==> src/rtl/scl_gen_pkg.sv <==
`timescale 1ns/1ps
package scl_gen_pkg;

  typedef enum logic [1:0] {
    PH_IDLE = 2'd0,
    PH_LOW  = 2'd1,
    PH_HIGH = 2'd2
  } scl_phase_e;

  localparam int DEF_WORD_W   = 32;
  localparam int DEF_BASE_W   = 4;
  localparam int DEF_CNT_W    = 4;
  localparam int DEF_BASE_LSB = 0;
  localparam int DEF_LOW_LSB  = 12;
  localparam int DEF_HIGH_LSB = 16;

endpackage

==> src/rtl/scl_cfg_latch.sv <==
`timescale 1ns/1ps
module scl_cfg_latch #(
  parameter int WORD_W   = 32,
  parameter int BASE_W   = 4,
  parameter int CNT_W    = 4,
  parameter int BASE_LSB = 0,
  parameter int LOW_LSB  = 12,
  parameter int HIGH_LSB = 16
) (
  input  logic              clk_i,
  input  logic              rst_ni,
  input  logic              load_i,
  input  logic [WORD_W-1:0] word_i,
  output logic [BASE_W-1:0] base_o,
  output logic [CNT_W-1:0]  low_o,
  output logic [CNT_W-1:0]  high_o
);

  // fields outside the three counts carry other bus timing; not used here
  logic unused_word;
  assign unused_word = ^word_i;

  always_ff @(posedge clk_i or negedge rst_ni) begin
    if (!rst_ni) begin
      base_o <= '0;
      low_o  <= '0;
      high_o <= '0;
    end else if (load_i) begin
      base_o <= word_i[BASE_LSB +: BASE_W];
      low_o  <= word_i[LOW_LSB  +: CNT_W];
      high_o <= word_i[HIGH_LSB +: CNT_W];
    end
  end

endmodule

==> src/rtl/scl_prescaler.sv <==
`timescale 1ns/1ps
module scl_prescaler #(
  parameter int BASE_W = 4,
  parameter int PRE_W  = (1 << BASE_W) - 1
) (
  input  logic              clk_i,
  input  logic              rst_ni,
  input  logic [BASE_W-1:0] base_i,
  input  logic              clear_i,
  input  logic              adv_i,
  output logic [PRE_W-1:0]  pre_o,
  output logic              tick_o
);

  logic [PRE_W-1:0] mask;
  logic             wrap;

  assign mask   = ~({PRE_W{1'b1}} << base_i);
  assign wrap   = (pre_o == mask);
  assign tick_o = adv_i & wrap;

  always_ff @(posedge clk_i or negedge rst_ni) begin
    if (!rst_ni)       pre_o <= '0;
    else if (clear_i)  pre_o <= '0;
    else if (adv_i)    pre_o <= wrap ? '0 : pre_o + 1'b1;
  end

  // prescaler never counts past its programmed divide
  a_r3_pre_in_range: assert property (@(posedge clk_i) disable iff (!rst_ni)
    (pre_o & ~mask) == '0);

endmodule

==> src/rtl/scl_phase_fsm.sv <==
`timescale 1ns/1ps
module scl_phase_fsm
  import scl_gen_pkg::*;
#(
  parameter int CNT_W = 4
) (
  input  logic             clk_i,
  input  logic             rst_ni,
  input  logic             enable_i,
  input  logic             run_i,
  input  logic             scl_i,
  input  logic             tick_i,
  input  logic [CNT_W-1:0] low_i,
  input  logic [CNT_W-1:0] high_i,
  output scl_phase_e       phase_o,
  output logic [CNT_W-1:0] t_o,
  output logic             adv_o,
  output logic             load_o,
  output logic             clear_o,
  output logic             rise_o
);

  scl_phase_e phase_d;
  logic       end_low, end_high;
  logic       seen_high_q;

  assign adv_o    = (phase_o == PH_LOW) | ((phase_o == PH_HIGH) & scl_i);
  assign end_low  = (phase_o == PH_LOW)  & tick_i & (t_o == low_i);
  assign end_high = (phase_o == PH_HIGH) & tick_i & (t_o == high_i);
  assign load_o   = enable_i & run_i & ((phase_o == PH_IDLE) | end_high);
  assign clear_o  = (phase_o == PH_IDLE) | ~enable_i;
  assign rise_o   = (phase_o == PH_HIGH) & scl_i & ~seen_high_q;

  always_comb begin
    phase_d = phase_o;
    if (!enable_i) begin
      phase_d = PH_IDLE;
    end else begin
      unique case (phase_o)
        PH_IDLE: if (load_o)   phase_d = PH_LOW;
        PH_LOW:  if (end_low)  phase_d = PH_HIGH;
        PH_HIGH: if (end_high) phase_d = run_i ? PH_LOW : PH_IDLE;
        default: phase_d = PH_IDLE;
      endcase
    end
  end

  always_ff @(posedge clk_i or negedge rst_ni) begin
    if (!rst_ni) begin
      phase_o     <= PH_IDLE;
      t_o         <= '0;
      seen_high_q <= 1'b0;
    end else begin
      phase_o <= phase_d;
      if (phase_d == PH_IDLE || end_low || end_high) t_o <= '0;
      else if (tick_i)                              t_o <= t_o + 1'b1;
      if (phase_o != PH_HIGH || phase_d != PH_HIGH) seen_high_q <= 1'b0;
      else if (scl_i)                                seen_high_q <= 1'b1;
    end
  end

  // tick index stays within the programmed phase count
  a_r3_low_idx: assert property (@(posedge clk_i) disable iff (!rst_ni)
    (phase_o == PH_LOW) |-> (t_o <= low_i));
  a_r3_high_idx: assert property (@(posedge clk_i) disable iff (!rst_ni)
    (phase_o == PH_HIGH) |-> (t_o <= high_i));
  // a rise strobe is never repeated in the next cycle
  a_r4_rise_single: assert property (@(posedge clk_i) disable iff (!rst_ni)
    rise_o |=> !rise_o);

endmodule

==> src/rtl/scl_clock_gen.sv <==
`timescale 1ns/1ps
module scl_clock_gen
  import scl_gen_pkg::*;
#(
  parameter int WORD_W   = DEF_WORD_W,
  parameter int BASE_W   = DEF_BASE_W,
  parameter int CNT_W    = DEF_CNT_W,
  parameter int BASE_LSB = DEF_BASE_LSB,
  parameter int LOW_LSB  = DEF_LOW_LSB,
  parameter int HIGH_LSB = DEF_HIGH_LSB
) (
  input  logic              clk_i,
  input  logic              rst_ni,
  input  logic              enable_i,
  input  logic              run_i,
  input  logic [WORD_W-1:0] timing_word_i,
  input  logic              scl_i,
  output logic              scl_o,
  output logic              fall_o,
  output logic              rise_o,
  output logic              mid_low_o,
  output logic              mid_high_o
);

  localparam int PRE_W = (1 << BASE_W) - 1;
  localparam int EL_W  = PRE_W + CNT_W + 1;

  scl_phase_e       phase;
  logic [BASE_W-1:0] base_q;
  logic [CNT_W-1:0]  low_q, high_q, t_cnt;
  logic [PRE_W-1:0]  pre_cnt;
  logic              adv, load, clear, tick;
  logic [EL_W-1:0]   elapsed, low_half, high_half;

  scl_cfg_latch #(
    .WORD_W(WORD_W), .BASE_W(BASE_W), .CNT_W(CNT_W),
    .BASE_LSB(BASE_LSB), .LOW_LSB(LOW_LSB), .HIGH_LSB(HIGH_LSB)
  ) u_cfg (
    .clk_i (clk_i),
    .rst_ni(rst_ni),
    .load_i(load),
    .word_i(timing_word_i),
    .base_o(base_q),
    .low_o (low_q),
    .high_o(high_q)
  );

  scl_prescaler #(.BASE_W(BASE_W), .PRE_W(PRE_W)) u_pre (
    .clk_i  (clk_i),
    .rst_ni (rst_ni),
    .base_i (base_q),
    .clear_i(clear),
    .adv_i  (adv),
    .pre_o  (pre_cnt),
    .tick_o (tick)
  );

  scl_phase_fsm #(.CNT_W(CNT_W)) u_fsm (
    .clk_i   (clk_i),
    .rst_ni  (rst_ni),
    .enable_i(enable_i),
    .run_i   (run_i),
    .scl_i   (scl_i),
    .tick_i  (tick),
    .low_i   (low_q),
    .high_i  (high_q),
    .phase_o (phase),
    .t_o     (t_cnt),
    .adv_o   (adv),
    .load_o  (load),
    .clear_o (clear),
    .rise_o  (rise_o)
  );

  // cycles elapsed in the current phase; prescaler count is below 1<<base
  assign elapsed   = (EL_W'(t_cnt) << base_q) | EL_W'(pre_cnt);
  assign low_half  = ((EL_W'(low_q)  + EL_W'(1)) << base_q) >> 1;
  assign high_half = ((EL_W'(high_q) + EL_W'(1)) << base_q) >> 1;

  assign scl_o      = (phase != PH_LOW);
  assign fall_o     = (phase == PH_LOW) && (elapsed == '0);
  assign mid_low_o  = (phase == PH_LOW) && (elapsed == low_half);
  assign mid_high_o = (phase == PH_HIGH) && scl_i && (elapsed == high_half);

  // stretched high phase freezes both counters
  a_r6_stretch_hold: assert property (@(posedge clk_i) disable iff (!rst_ni)
    (phase == PH_HIGH && !scl_i && enable_i) |=> ($stable(t_cnt) && $stable(pre_cnt)));
  // timing fields change only where a low phase starts
  a_r7_cfg_hold: assert property (@(posedge clk_i) disable iff (!rst_ni)
    !fall_o |-> ($stable(base_q) && $stable(low_q) && $stable(high_q)));
  // disable releases SCL and silences edge strobes
  a_r9_disable_release: assert property (@(posedge clk_i) disable iff (!rst_ni)
    !enable_i |=> (scl_o && !fall_o && !rise_o));
  // edge strobes are mutually exclusive
  a_r4_edges_excl: assert property (@(posedge clk_i) disable iff (!rst_ni)
    $onehot0({fall_o, rise_o}));

endmodule

==> config.mk <==
export PLATFORM = sky130hd
export DESIGN_NAME = scl_clock_gen
export DESIGN_NICKNAME = d
export VERILOG_FILES = /design/src/rtl/scl_gen_pkg.sv /design/src/rtl/scl_cfg_latch.sv /design/src/rtl/scl_prescaler.sv /design/src/rtl/scl_phase_fsm.sv /design/src/rtl/scl_clock_gen.sv
export SDC_FILE = /design/constraint.sdc
export NUM_CORES = 1
export LEC_CHECK = 0
export BUFFER_PORTS_ARGS = -buffer_cell sky130_fd_sc_hd__buf_2
export CAP_MARGIN = 30
export CORE_ASPECT_RATIO = 0.8
export CORE_MARGIN = 2
export CORE_UTILIZATION = 48
export CTS_BUF_LIST = sky130_fd_sc_hd__clkbuf_8 sky130_fd_sc_hd__clkbuf_16
export CTS_CLUSTER_SIZE = 14
export DETAILED_ROUTE_END_ITERATION = 7
export PLACE_DENSITY = 0.71
export SLEW_MARGIN = 20
export SYNTH_ARGS = -nofsm -noshare
export SYNTH_HDL_FRONTEND = slang
export SYNTH_SLANG_ARGS = --single-unit
==> constraint.sdc <==
create_clock -name clk_i -period 6.8 [get_ports clk_i]
set_clock_uncertainty 0.2 [all_clocks]
set_input_delay 1.7 -clock clk_i [delete_from_list [all_inputs] [get_ports clk_i]]
set_output_delay 1.7 -clock clk_i [all_outputs]
set_load 0.05 [all_outputs]
; ---- Yosys cells after proc, flatten, opt, wreduce, memory -nomap -nowiden
; Cells that the tools add are included.
[totals]
reg_bits = 34
output_inout_bits = 5
wordCells = 67
[classes]
addsub = 4
n_eq_ne = 10
n_shift = 4
mux = 13
n_bitwise = 16
n_reduce_logical = 13
[op_table]
columns = cell, count
row1 = $mux 15, 3
row2 = $eq 20x19->1, 2
row3 = $shl 5x4->20, 2
row4 = $logic_not 20->1, 1
row5 = $or 20x15->20, 1
row6 = $shl 4x4->20, 1
row7 = $add 15x1->15 const B, 1
row8 = $eq 15x15->1, 1
row9 = $not 15->15, 1
row10 = $shl 15x4->15 const A, 1
row11 = $add 4x1->5 const B, 2
row12 = $and 1x1->1, 9
row13 = $eq 4x4->1, 2
row14 = $mux 2, 4
row15 = $mux 4, 2
row16 = $pmux 2 s3, 1
row17 = $reduce_bool 2->1, 3
row18 = $add 4x1->4 const B, 1
row19 = $logic_and 1x1->1, 4
row20 = $logic_not 2->1, 2
row21 = $ne 2x2->1 const B, 2
row22 = $logic_or 1x1->1, 3
row23 = $mux 1, 3
row24 = $or 1x1->1, 3
row25 = other kinds (4), 5

; ---- Depth between registers and ports, before layout
; Gate-level depths: netlist of the first run.
[depth]
word_depth = 15
ltp_mapped = 12

; ---- Cells and area by module
; A second synthesis of the first run with hierarchy kept.
[unflattened]
cells_unflattened = 496
hier_area_um2 = 4051.4
[modules_own_cells]
columns = module, instances, cells_per_inst, area_each_um2
row1 = scl_clock_gen, 1, 283, 1920.6
row2 = scl_prescaler, 1, 137, 1139.8
row3 = scl_phase_fsm, 1, 51, 506.7
row4 = scl_cfg_latch, 1, 25, 484.2

; ---- Worst setup path after synthesis of the first run
; No wires, ideal clock.
[synth_timing]
path_kind = register to output
startpoint = register u_cfg.base_o[1]
endpoint = output mid_low_o
arrival_time_ns = 4.475
required_ns = 4.900
path_slack_ns = 0.425
stages_incl_launch_ff = 12
path_buffers = 3
cell_sequence = dfrtp_1 > buf_2 > buf_2 > clkbuf_1 > a21oi_1 > a21oi_1 > a211o_1 > nand2_1 > mux2i_1 > a221o_1 > nand4_1 > a2111oi_0
[synth_between]
elab_chain_cells = 4
[synth_rtl]
columns = element, line
row1 = "start, declared", scl_cfg_latch.sv:14  ; output logic [BASE_W-1:0] base_o,
row2 = "start signal, assigned", scl_cfg_latch.sv:29  ; base_o <= word_i[BASE_LSB +: BASE_W];
row3 = $shl 4x4->20, scl_clock_gen.sv:76  ; assign elapsed = (EL_W'(t_cnt) << base_q) | EL_W'(pre_cnt);
row4 = $or 20x15->20, scl_clock_gen.sv:76
row5 = $eq 20x19->1 *, scl_clock_gen.sv:82  ; assign mid_low_o = (phase == PH_LOW) && (elapsed == low_half);
row6 = $logic_and 1x1->1 *, scl_clock_gen.sv:82
row7 = "end, declared", scl_clock_gen.sv:21  ; output logic mid_low_o,
; Mark *: on every way between the ends. The rest lies on a longest branch, timed or not.

; ---- Worst setup path after layout of the first run
[layout_timing]
startpoint = register u_cfg.base_o[3]
endpoint = output mid_low_o
; The elaborated chain is that of the path after synthesis.

==> impl_results.md, run 1 <==
* Number of hold buffers added after CTS at 0
* Via count of the first global-routing pass at 3903
* Mean instance size in the synthesized netlist at 7.34 um2
* Synthesized flop and latch total at 34
* Count of routing violations after the opening detailed-route iteration at 500
* Commonest non-fill, non-tap cells in the layout: sky130_fd_sc_hd__nand2_1 (59), sky130_fd_sc_hd__nor2_1 (59), sky130_fd_sc_hd__a21oi_1 (34), sky130_fd_sc_hd__dfrtp_1 (34), sky130_fd_sc_hd__xnor2_1 (32)
* Overall routed net length at 13000 um
* Multi-input gate area at 2930 um2
* Highest Clock Rate at 0.172 GHz
* Vias per inst at 6.52
* LEAKAGE at 1.63 nW
* Overall Power at 0.00102 W
* Placement row count at 29
* Horizontal die dimension at 106 um
* CTS Sinks at 34
* Deepest clock path buffer count at 2
* Startpoint of the worst-slack reg-to-reg timing path: u_cfg.base_o[0]$_DFFE_PN0P_
* Mapped Area at 4020 um2
* Sort of element at the end of the critical path: primary output
* Setup fix buffers added after clock tree synthesis at 0
* Synthesized Nets at 589
* Setup CP Type: flip-flop to primary output
* Fraction of the yosys area taken by sequential cells at 21.2%
* Post-synthesis instance total at 548
* Insertion delay to the later sink of the worst-skew pair at 280 ps
* Register cell area after layout at 851 um2
* Post-route minimum period at 5800 ps
* Count of endpoints failing setup in the final report at 0
* Ratio of final minimum period to clock period at 85.3%
* Core Util, Final at 52.5%
* Peak ir drop on the vdd network at 0.153 mV
* Dominant synthesized flop cell: sky130_fd_sc_hd__dfrtp_1
* Starting density of the core at 50.2%
* Run status: finished, final reports clean
* Average wire per cell in the routed design at 20.2 um
* Warnings, synthesis at 0
* Reported max-cap violation count at 0
* Number of distinct library cell variants in the gate-level netlist after synthesis at 70
* Vertical extent of the die at 85.9 um
* Crit path required time at 4900 ps
* Number of antenna cells inserted at 0
* Critical path launch point type: flip-flop
* Area growth from synthesis to layout at 4.60%
* DP Wirelength at 9720 um
* Number of gates resized after cts at 0
* IO Pins at 42
* CTS tree: built
* Overall routing resource usage at 29.1%
* Share of cells above drive strength 1 at 11.4%
* Overflow left after global routing at 0
* Maximum number of pins on one net before global-route repair at 35
* DR vias at 4199
* Die Outline Area at 9130 um2
* Setup repair after global routing missed its margin: no
* Hold Violations, Final at 0
* First-pass detailed-route iteration total at 5
* Number of nets with antenna violations after routing at 0
* Slew headroom at 39.3%
* Slew at the pin closest to its max-slew limit at 911 ps
* Launch point of the critical path: u_cfg.base_o[3]$_DFFE_PN0P_
* Final count of pins violating max slew at 0
* Number of flops mapped to enable cells by yosys at 0
* Routability congestion estimate at 1.00
* Number of nets in the finished design at 576
* Power Dens Cells at 242 nW/um2
* Worst min-delay path startpoint: u_fsm.seen_high_q$_DFFE_PN0P_
* DRC violation count after routing at 0
* Clock Root Buffer: sky130_fd_sc_hd__clkbuf_8
* Async S/R FF share, synth at 100%
* Clock transition at the register clock pins on the worst setup and hold paths after CTS at 70 ps
* TritonCTS buffer count at 5
* Antenna violations before repair at 0
* Quantity of I/O buffers inserted on ports at 21
* Peak fanout along the critical path at 23
* Summed negative setup slack over all endpoints at 0 ps
* Arrival time of the worst setup path at 3900 ps
* Number of levels in the clock H-tree at 2
* Worst min-delay path class: flip-flop to flip-flop
* Global-route wire length before repair at 20700 um
* Area of the core at 8020 um2
* Layout filler cell count at 827
## power breakdown
group	switching (W)	internal (W)	total (W)
clock	0.0000744	0.0000802	0.000155
sequential	0.0000667	0.000218	0.000285
combinational	0.000348	0.000231	0.000579
total	0.000489	0.000529	0.00102
## flip-flops by register name, summed over array words and instances (netlist names)
register,flops
u_cfg.base_o,4
u_cfg.high_o,4
u_cfg.low_o,4
u_fsm.phase_o,2
u_fsm.seen_high_q,1
u_fsm.t_o,4
u_pre.pre_o,15
## final timing paths
check	endpoint	slack [ps]	depth (start not counted)
hold reg to reg	u_fsm.seen_high_q$_DFFE_PN0P_	320	2
hold / removal	u_fsm.seen_high_q$_DFFE_PN0P_	320	2
min in group asynchronous	u_cfg.low_o[0]$_DFFE_PN0P_	1290	1
max in group asynchronous	u_pre.pre_o[13]$_DFFE_PN0P_	4630	1
setup / recovery	mid_low_o	1000	8
setup reg to reg	u_cfg.low_o[0]$_DFFE_PN0P_	2510	8
## cell families (layout without fill, tap and decap cells)
| group | after synthesis | in the layout | synth area share (%) |
|---|---|---|---|
| adders and majority gates | 4 | 4 | 1.24 |
| DFF | 34 | 34 | 21.2 |
| AOI/OAI and AO/OA | 145 | 145 | 25.0 |
| muxes | 28 | 28 | 8.27 |
| and+or+nand+nor | 232 | 232 | 28.4 |
| buffers and inverters | 60 | 48 | 6.07 |
| xor gates and xnor gates | 45 | 45 | 9.80 |
## cells in the mapped netlist (9+ instances only)
cell type	instances	share of area (%)
sky130_fd_sc_hd__nand2_1	59	5.5
sky130_fd_sc_hd__nor2_1	59	5.5
sky130_fd_sc_hd__a21oi_1	34	4.2
sky130_fd_sc_hd__dfrtp_1	34	21
sky130_fd_sc_hd__clkbuf_1	33	3.1
sky130_fd_sc_hd__xnor2_1	32	7.0
sky130_fd_sc_hd__nand3_1	27	3.4
sky130_fd_sc_hd__o21ai_0	25	3.1
sky130_fd_sc_hd__nor3_1	14	1.7
sky130_fd_sc_hd__mux2i_1	13	3.2
sky130_fd_sc_hd__xor2_1	13	2.8
sky130_fd_sc_hd__and3_1	11	1.7
sky130_fd_sc_hd__nand2b_1	11	1.7
sky130_fd_sc_hd__o22ai_1	11	1.7
sky130_fd_sc_hd__inv_1	10	0.93
sky130_fd_sc_hd__nand4_1	10	1.6
sky130_fd_sc_hd__nor2b_1	10	1.6
sky130_fd_sc_hd__buf_2	9	1.1
sky130_fd_sc_hd__mux2_4	9	3.4
## critical path, stage by stage, from the launching register on
cell	delay (ps)
sky130_fd_sc_hd__dfrtp_1	830
sky130_fd_sc_hd__clkinv_1	720
sky130_fd_sc_hd__or4_1	670
sky130_fd_sc_hd__nand4_1	100
sky130_fd_sc_hd__mux2i_1	70
sky130_fd_sc_hd__nor4_1	330
sky130_fd_sc_hd__o2111ai_1	170
sky130_fd_sc_hd__a2111oi_0	370
sky130_fd_sc_hd__buf_2	340
## cell type report
class                   count  area share (%)
clock buffers               6            1.96
clock inverters             2           0.208
inverters                  12            1.07
multi-input cells         454            69.6
flip-flops and latches     34            20.2
well taps                 108            3.21
repair buffers             28            3.75
## per-stage QoR
stage | cells | worst slack (ps) | hold slack (ps) | cell area [um2]
after CTS | 644 | 1090 | 321 | 4210
after detailed placement | 636 | 1200 | 304 | 4120
final | 644 | 999 | 319 | 4210
after global placement | 636 | 1210 | 282 | 4120
after floorplan | 548 | 425 | 260 | 4020
after global routing | 644 | 760 | 351 | 4210
## metal layers
metal / vias to the layer above / share of wire [%] / track usage, %
met1: 1967 / 44 / 42.0
li1: 1976 / - / -
met5: - / 0 / 0
met3: 28 / 11 / 4.41
met4: 0 / 2.4 / 8.73
met2: 228 / 43 / 44.9
(Power assumes the default switching activity.)
==> run 2, diff against run 1 <==
- MAX_ROUTING_LAYER: not set -> met4
==> run 2 against run 1 <==
Net effect: combinational power is 2% higher; via count up 3.6%; non-clock buffer count unchanged; largest cell class unchanged; worst setup slack worse by 87 ps; clock-buffer cell count shrank 1; global-route usage increased by 2.3 points; clock power shrank 3%; wire length up 2.5%; utilization is essentially flat; die area is the same; critical path depth grew 1; critical path type unchanged; fmax is 1.5% lower.
==> impl_results.md, run 2 (synthesized netlist as in run 1, its figures left out) <==
* Run status: finished, final reports clean
* Deepest clock path buffer count at 2 (unchanged)
* Placement row count at 29 (unchanged)
* Die Outline Area at 9130 um2 (unchanged)
* Maximum number of pins on one net before global-route repair at 41 (+17%)
* Area growth from synthesis to layout at 4.57% (about the same)
* Summed negative setup slack over all endpoints at 0 ps (unchanged)
* Share of cells above drive strength 1 at 11.6% (+0.19 points)
* CTS Sinks at 34 (unchanged)
* Peak fanout along the critical path at 25 (+8.7%)
* Hold Violations, Final at 0 (unchanged)
* Vertical extent of the die at 85.9 um (unchanged)
* Internal power at 0.000519 W (-1.9%)
* Number of levels in the clock H-tree at 2 (unchanged)
* DRC violation count after routing at 0 (unchanged)
* Quantity of I/O buffers inserted on ports at 21 (unchanged)
* Fraction of power consumed by combinational cells at 57.9% (+1.0 points)
* TritonCTS buffer count at 5 (unchanged)
* Placed Instances at 636 (unchanged)
* Peak ir drop on the vdd network at 0.141 mV (-7.7%)
* DP Wirelength at 10100 um (+3.7%)
* Routability congestion estimate at 0.970 (-3.3%)
* Power Dens Cells at 243 nW/um2 (+0.49%)
* Sw Share at 49.3% (+1.2 points)
* Core Util, Final at 52.5% (about the same)
* Number of antenna cells inserted at 0 (unchanged)
* Insertion delay to the later sink of the worst-skew pair at 290 ps (about the same)
* Worst min-delay path class: flip-flop to flip-flop
* Crit-path cells: buf_4 > o21ai_0 > a32oi_1 > o21ai_0 > xnor2_1 > nor2_1 > o211ai_1 > a2111oi_0 > buf_2
* Via count of the first global-routing pass at 3989 (+2.2%)
* Clock transition at the register clock pins on the worst setup and hold paths after CTS at 70 ps (about the same)
* Clock Root Buffer: sky130_fd_sc_hd__clkbuf_8
* Reported max-cap violation count at 0 (unchanged)
* Arrival time of the worst setup path at 3990 ps (+90 ps)
* Flip-flop count of the largest register after layout at 15 (unchanged)
* Top cell by count, worst path: sky130_fd_sc_hd__o21ai_0
* Longest individual stage delay on the worst path at 830 ps (about the same)
* Slew at the pin closest to its max-slew limit at 932 ps (+21.2 ps)
* Overall routed net length at 13400 um (+2.5%)
* Overall routing resource usage at 31.3% (+2.3 points)
* Slack of the critical path at 912 ps (-86.8 ps)
* Vias per inst at 6.76 (+3.6%)
* Setup Slack @ Placement at 1180 ps (-27.6 ps)
* Register bank with the most flops: u_pre.pre_o
* Slew headroom at 37.7% (-1.6 points)
* Number of hold buffers added after CTS at 0 (unchanged)
* Count of endpoints failing setup in the final report at 0 (unchanged)
* Count of routing violations after the opening detailed-route iteration at 420 (-16%)
* Global-route wire length before repair at 21700 um (+4.8%)
* LEAKAGE at 1.62 nW (-0.52%)
* Average wire per cell in the routed design at 20.7 um (+2.5%)
* Starting density of the core at 50.2% (unchanged)
* Crit path required time at 4900 ps (about the same)
* Final Non-Filler Cells at 644 (unchanged)
* Area of the core at 8020 um2 (unchanged)
* DR vias at 4351 (+3.6%)
* Setup fix buffers added after clock tree synthesis at 0 (unchanged)
* Setup CP Type: flip-flop to primary output
* Relative contribution of the clock network to total power at 14.7% (-0.5 points)
* Horizontal die dimension at 106 um (unchanged)
* Final count of pins violating max slew at 0 (unchanged)
* Share of power burned in registers at 27.4% (-0.6 points)
* Number of gates resized after cts at 0 (unchanged)
* Ratio of final minimum period to clock period at 86.6% (+1.3 points)
* Overflow left after global routing at 0 (unchanged)
* Worst hold slack across all endpoints at 309 ps (-10.3 ps)
* Sort of element at the end of the critical path: primary output
* First-pass detailed-route iteration total at 7 (+2)
* Standard cell with the maximum stage delay on the critical path: sky130_fd_sc_hd__dfrtp_1
* Commonest non-fill, non-tap cells in the layout: sky130_fd_sc_hd__nand2_1 (59), sky130_fd_sc_hd__nor2_1 (59), sky130_fd_sc_hd__a21oi_1 (34), sky130_fd_sc_hd__dfrtp_1 (34), sky130_fd_sc_hd__xnor2_1 (32)
* Highest Clock Rate at 0.170 GHz (-1.5%)
* Setup repair after global routing missed its margin: no
* Number of nets with antenna violations after routing at 0 (unchanged)
* CTS tree: built
* Reported net switching power at 0.000504 W (+3.0%)
* Critical path launch point type: flip-flop
* Post-route minimum period at 5890 ps (+86.8 ps)
* Number of nets in the finished design at 576 (unchanged)
* Antenna violations before repair at 0 (unchanged)
* IO Pins at 42 (unchanged)
[run 2: cell count changes in the layout (fill, tap and decap cells not counted), sizes merged]
cell      previous run  this run
clkinvlp             0         1
clkbuf               6         5
inv                 11        10
clkinv               3         4
[run 2: cell type report]
cell class,count,area [um2]
Timing Repair Buffer,28,158
Tap cell,108,135
Sequential cell,34,851
Fill cell,819,3810
Clock buffer,5,68.8
Multi-Input combinational cell,454,2930
Inverter,12,45.0
Clock inverter,3,21.3
[run 2: worst paths after layout]
kind	startpoint	endpoint	slack, ps	depth (start not counted)
setup / recovery	u_cfg.base_o[0]$_DFFE_PN0P_	mid_low_o	910	9
hold / removal	u_fsm.seen_high_q$_DFFE_PN0P_	u_fsm.seen_high_q$_DFFE_PN0P_	310	2
setup reg to reg	u_cfg.base_o[0]$_DFFE_PN0P_	u_cfg.low_o[0]$_DFFE_PN0P_	2530	8
hold reg to reg	u_fsm.seen_high_q$_DFFE_PN0P_	u_fsm.seen_high_q$_DFFE_PN0P_	310	2
max in group asynchronous	rst_ni	u_pre.pre_o[14]$_DFFE_PN0P_	4620	1
min in group asynchronous	rst_ni	u_fsm.t_o[1]$_DFFE_PN0P_	1280	1
[run 2: worst max-delay path, delay by kind of cell, from the launching register on]
family	cells	cell delay, ps
buffers and inverters	2	740
DFF	1	830
xor gates and xnor gates	1	230
and+or+nand+nor	1	120
AOI/OAI and AO/OA	5	1780
[run 2: power by group through the flow]
stage / Combinational [W] / Sequential [W] / Clock, W
3_3_place_gp: 0.000576 / 0.000280 / 0
3_5_place_dp: 0.000574 / 0.000282 / 0
2_1_floorplan: 0.000470 / 0.000233 / 0
5_1_grt: 0.000640 / 0.000286 / 0.000165
6_report: 0.000593 / 0.000280 / 0.000150
4_1_cts: 0.000576 / 0.000278 / 0.000156
[run 2: routing by layer]
layer | vias up | part of all wire [%] | GRT usage, %
li1 | 1978 | - | -
met1 | 2078 | 45 | 43.9
met2 | 252 | 42 | 45.7
met3 | 43 | 9.7 | 4.71
met4 | 0 | 3.3 | 11.7
met5 | - | 0 | -
[run 2: stage by stage]
| step | cell area [um2] | power, W |
|---|---|---|
| 2_1_floorplan | 4020 | 0.000703 |
| 3_3_place_gp | 4120 | 0.000855 |
| 3_5_place_dp | 4120 | 0.000856 |
| 4_1_cts | 4210 | 0.00101 |
| 5_1_grt | 4210 | 0.00109 |
| 6_report | 4210 | 0.00102 |
==> run 3, diff against run 2 <==
- clock period: 6.8 -> 7.15 ns (I/O delays scaled with it)
==> run 3 against run 2 <==
Net effect: cell count decreased by 0.16%; clock-buffer cell count increased by 1; non-clock buffer count decreased by 1; critical endpoint unchanged; highest routed layer unchanged.
==> impl_results.md, run 3 (synthesized netlist as in run 1, its figures left out) <==
* Run status: finished, final reports clean
* CTS Sinks at 34 (unchanged)
* Endpoint of the worst register-to-register path: u_cfg.low_o[2]$_DFFE_PN0P_
* Final count of pins violating max slew at 0 (unchanged)
* Worst min-delay path class: flip-flop to flip-flop
* Ratio of final minimum period to clock period at 81.4%
* Vias per inst at 6.64 (-1.7%)
* Layout filler cell count at 810 (-1.1%)
* TritonCTS buffer count at 5 (unchanged)
* Setup fix buffers added after clock tree synthesis at 0 (unchanged)
* Slack of the worst reg-to-reg path at 3100 ps (+570 ps)
* CTS tree: built
* Vertical extent of the die at 85.9 um (unchanged)
* Number of gates resized after cts at 0 (unchanged)
* First-pass detailed-route iteration total at 5 (-2)
* Area of the core at 8020 um2 (unchanged)
* Area growth from synthesis to layout at 4.42%
* Cell area after layout at 4200 um2 (-0.15%)
* Overall Power at 0.000967 W (-5.5%)
* Hold Violations, Final at 0 (unchanged)
* Overall routing resource usage at 31.0% (-0.39 points)
* Overall routed net length at 13100 um (-1.9%)
* Register bank with the most flops: u_pre.pre_o
* Average wire per cell in the routed design at 20.4 um (-1.7%)
* Number of antenna cells inserted at 0 (unchanged)
* Routability congestion estimate at 1.01 (+4.2%)
* Number of hold buffers added after CTS at 0 (unchanged)
* Flip-flop count of the largest register after layout at 15 (unchanged)
* Deepest clock path buffer count at 2 (unchanged)
* Critical path launch point type: flip-flop
* Slew headroom at 43.7% (+6.0 points)
* Insertion delay to the later sink of the worst-skew pair at 280 ps (about the same)
* Clock transition at the register clock pins on the worst setup and hold paths after CTS at 70 ps (about the same)
* Summed negative setup slack over all endpoints at 0 ps (unchanged)
* Slew at the pin closest to its max-slew limit at 842 ps (-90.5 ps)
* Fraction of power consumed by combinational cells at 58.5% (+0.6 points)
* Crit path required time at 5160 ps (+260 ps)
* Reported max-cap violation count at 0 (unchanged)
* Highest Clock Rate at 0.172 GHz
* Count of endpoints failing setup in the final report at 0 (unchanged)
* Relative contribution of the clock network to total power at 15.1% (+0.4 points)
* Worst Hold Endpoint: u_fsm.seen_high_q$_DFFE_PN0P_
* Number of nets in the finished design at 575 (-0.17%)
* Setup CP Type: flip-flop to primary output
* Share of power burned in registers at 26.4% (-1.0 points)
* Maximum number of pins on one net before global-route repair at 49 (+20%)
* Via count of the first global-routing pass at 4091 (+2.6%)
* LEAKAGE at 1.63 nW (+0.22%)
* Share of cells above drive strength 1 at 11.2% (-0.35 points)
* Starting density of the core at 50.2% (unchanged)
* IO Pins at 42 (unchanged)
* Overflow left after global routing at 0 (unchanged)
* DRC violation count after routing at 0 (unchanged)
* Startpoint of the worst-slack reg-to-reg timing path: u_cfg.base_o[0]$_DFFE_PN0P_
* Peak fanout along the critical path at 24 (-4.0%)
* Power Dens Cells at 230 nW/um2 (-5.4%)
* Die Outline Area at 9130 um2 (unchanged)
* Antenna violations before repair at 0 (unchanged)
* Sort of element at the end of the critical path: primary output
* Number of nets with antenna violations after routing at 0 (unchanged)
* Dpl cell area at 4110 um2 (-0.18%)
* Register cell area after layout at 851 um2 (unchanged)
* DP Wirelength at 9680 um (-4.0%)
* Sw Share at 48.3% (-1.0 points)
* Clock Root Buffer: sky130_fd_sc_hd__clkbuf_8
* Worst min-delay path startpoint: u_fsm.seen_high_q$_DFFE_PN0P_
* DR vias at 4270 (-1.9%)
* Placement row count at 29 (unchanged)
* Quantity of I/O buffers inserted on ports at 21 (unchanged)
* Commonest non-fill, non-tap cells in the layout: sky130_fd_sc_hd__nand2_1 (59), sky130_fd_sc_hd__nor2_1 (59), sky130_fd_sc_hd__a21oi_1 (34), sky130_fd_sc_hd__dfrtp_1 (34), sky130_fd_sc_hd__xnor2_1 (32)
* Reported net switching power at 0.000467 W (-7.4%)
* Setup repair after global routing missed its margin: no
* Number of levels in the clock H-tree at 2 (unchanged)
* Arrival time of the worst setup path at 3830 ps (-160 ps)
* Number of cell instances on the worst register-to-register path at 8 (unchanged)
* Internal power at 0.000500 W (-3.6%)
* Count of routing violations after the opening detailed-route iteration at 518 (+23%)
* Cells on Worst Hold Path at 2 (unchanged)
* Peak ir drop on the vdd network at 0.133 mV (-5.9%)
* Global-route wire length before repair at 21700 um (-0.23%)
* Horizontal die dimension at 106 um (unchanged)
* Post-route minimum period at 5820 ps
* Multi-input gate area at 2930 um2 (unchanged)
run 3: power groups by stage:
stage | Combinational (W) | Clock [W] | Sequential [W]
global placement | 0.000547 | 0 | 0.000256
CTS | 0.000551 | 0.000150 | 0.000254
global route | 0.000615 | 0.000161 | 0.000258
floorplan | 0.000447 | 0 | 0.000222
detailed placement | 0.000549 | 0 | 0.000258
finish | 0.000565 | 0.000146 | 0.000255
run 3: final cells by class:
cell class	count	share of cell area, %
Sequential cell	34	20.3
Clock inverter	2	0.209
Multi-Input combinational cell	454	69.7
Clock buffer	6	1.97
Timing Repair Buffer	27	3.57
Inverter	12	1.07
Tap cell	108	3.22
run 3: worst max-delay path by stage:
stage | from | to | depth (start not counted) | slack, ps
final | u_cfg.base_o[1]$_DFFE_PN0P_ | mid_low_o | 9 | 1330
after global routing | u_cfg.base_o[1]$_DFFE_PN0P_ | mid_low_o | 9 | 1040
after CTS | scl_i | mid_high_o | 9 | 1380
after detailed placement | scl_i | mid_high_o | 9 | 1400
after global placement | scl_i | mid_high_o | 9 | 1390
after floorplan | u_cfg.base_o[1]$_DFFE_PN0P_ | mid_low_o | 11 | 690
run 3: metrics by stage:
stage,worst slack (ps),hold WS [ps],instances,util [%]
2_1_floorplan,687,260,548,-
3_3_place_gp,1390,283,635,51.2
3_5_place_dp,1400,296,635,51.2
4_1_cts,1380,313,643,52.4
5_1_grt,1040,359,643,52.4
6_report,1330,307,643,52.4
run 3: critical path: stages, from the launching register on:
cell                        delay (ps)
sky130_fd_sc_hd__dfrtp_1           880
sky130_fd_sc_hd__inv_1             460
sky130_fd_sc_hd__nand2_1           290
sky130_fd_sc_hd__a21oi_1            70
sky130_fd_sc_hd__nor3_1            520
sky130_fd_sc_hd__a21oi_1           110
sky130_fd_sc_hd__nor4_1            420
sky130_fd_sc_hd__o2111ai_1         170
sky130_fd_sc_hd__a2111oi_0         290
sky130_fd_sc_hd__buf_2             330
run 3: metal layers:
| layer | up-vias | track usage, % | share of wire (%) |
|---|---|---|---|
| li1 | 1970 | - | - |
| met1 | 1994 | 42.8 | 42 |
| met2 | 263 | 45.3 | 43 |
| met3 | 43 | 6.16 | 11 |
| met4 | 0 | 10.3 | 3.0 |
| met5 | - | - | 0 |
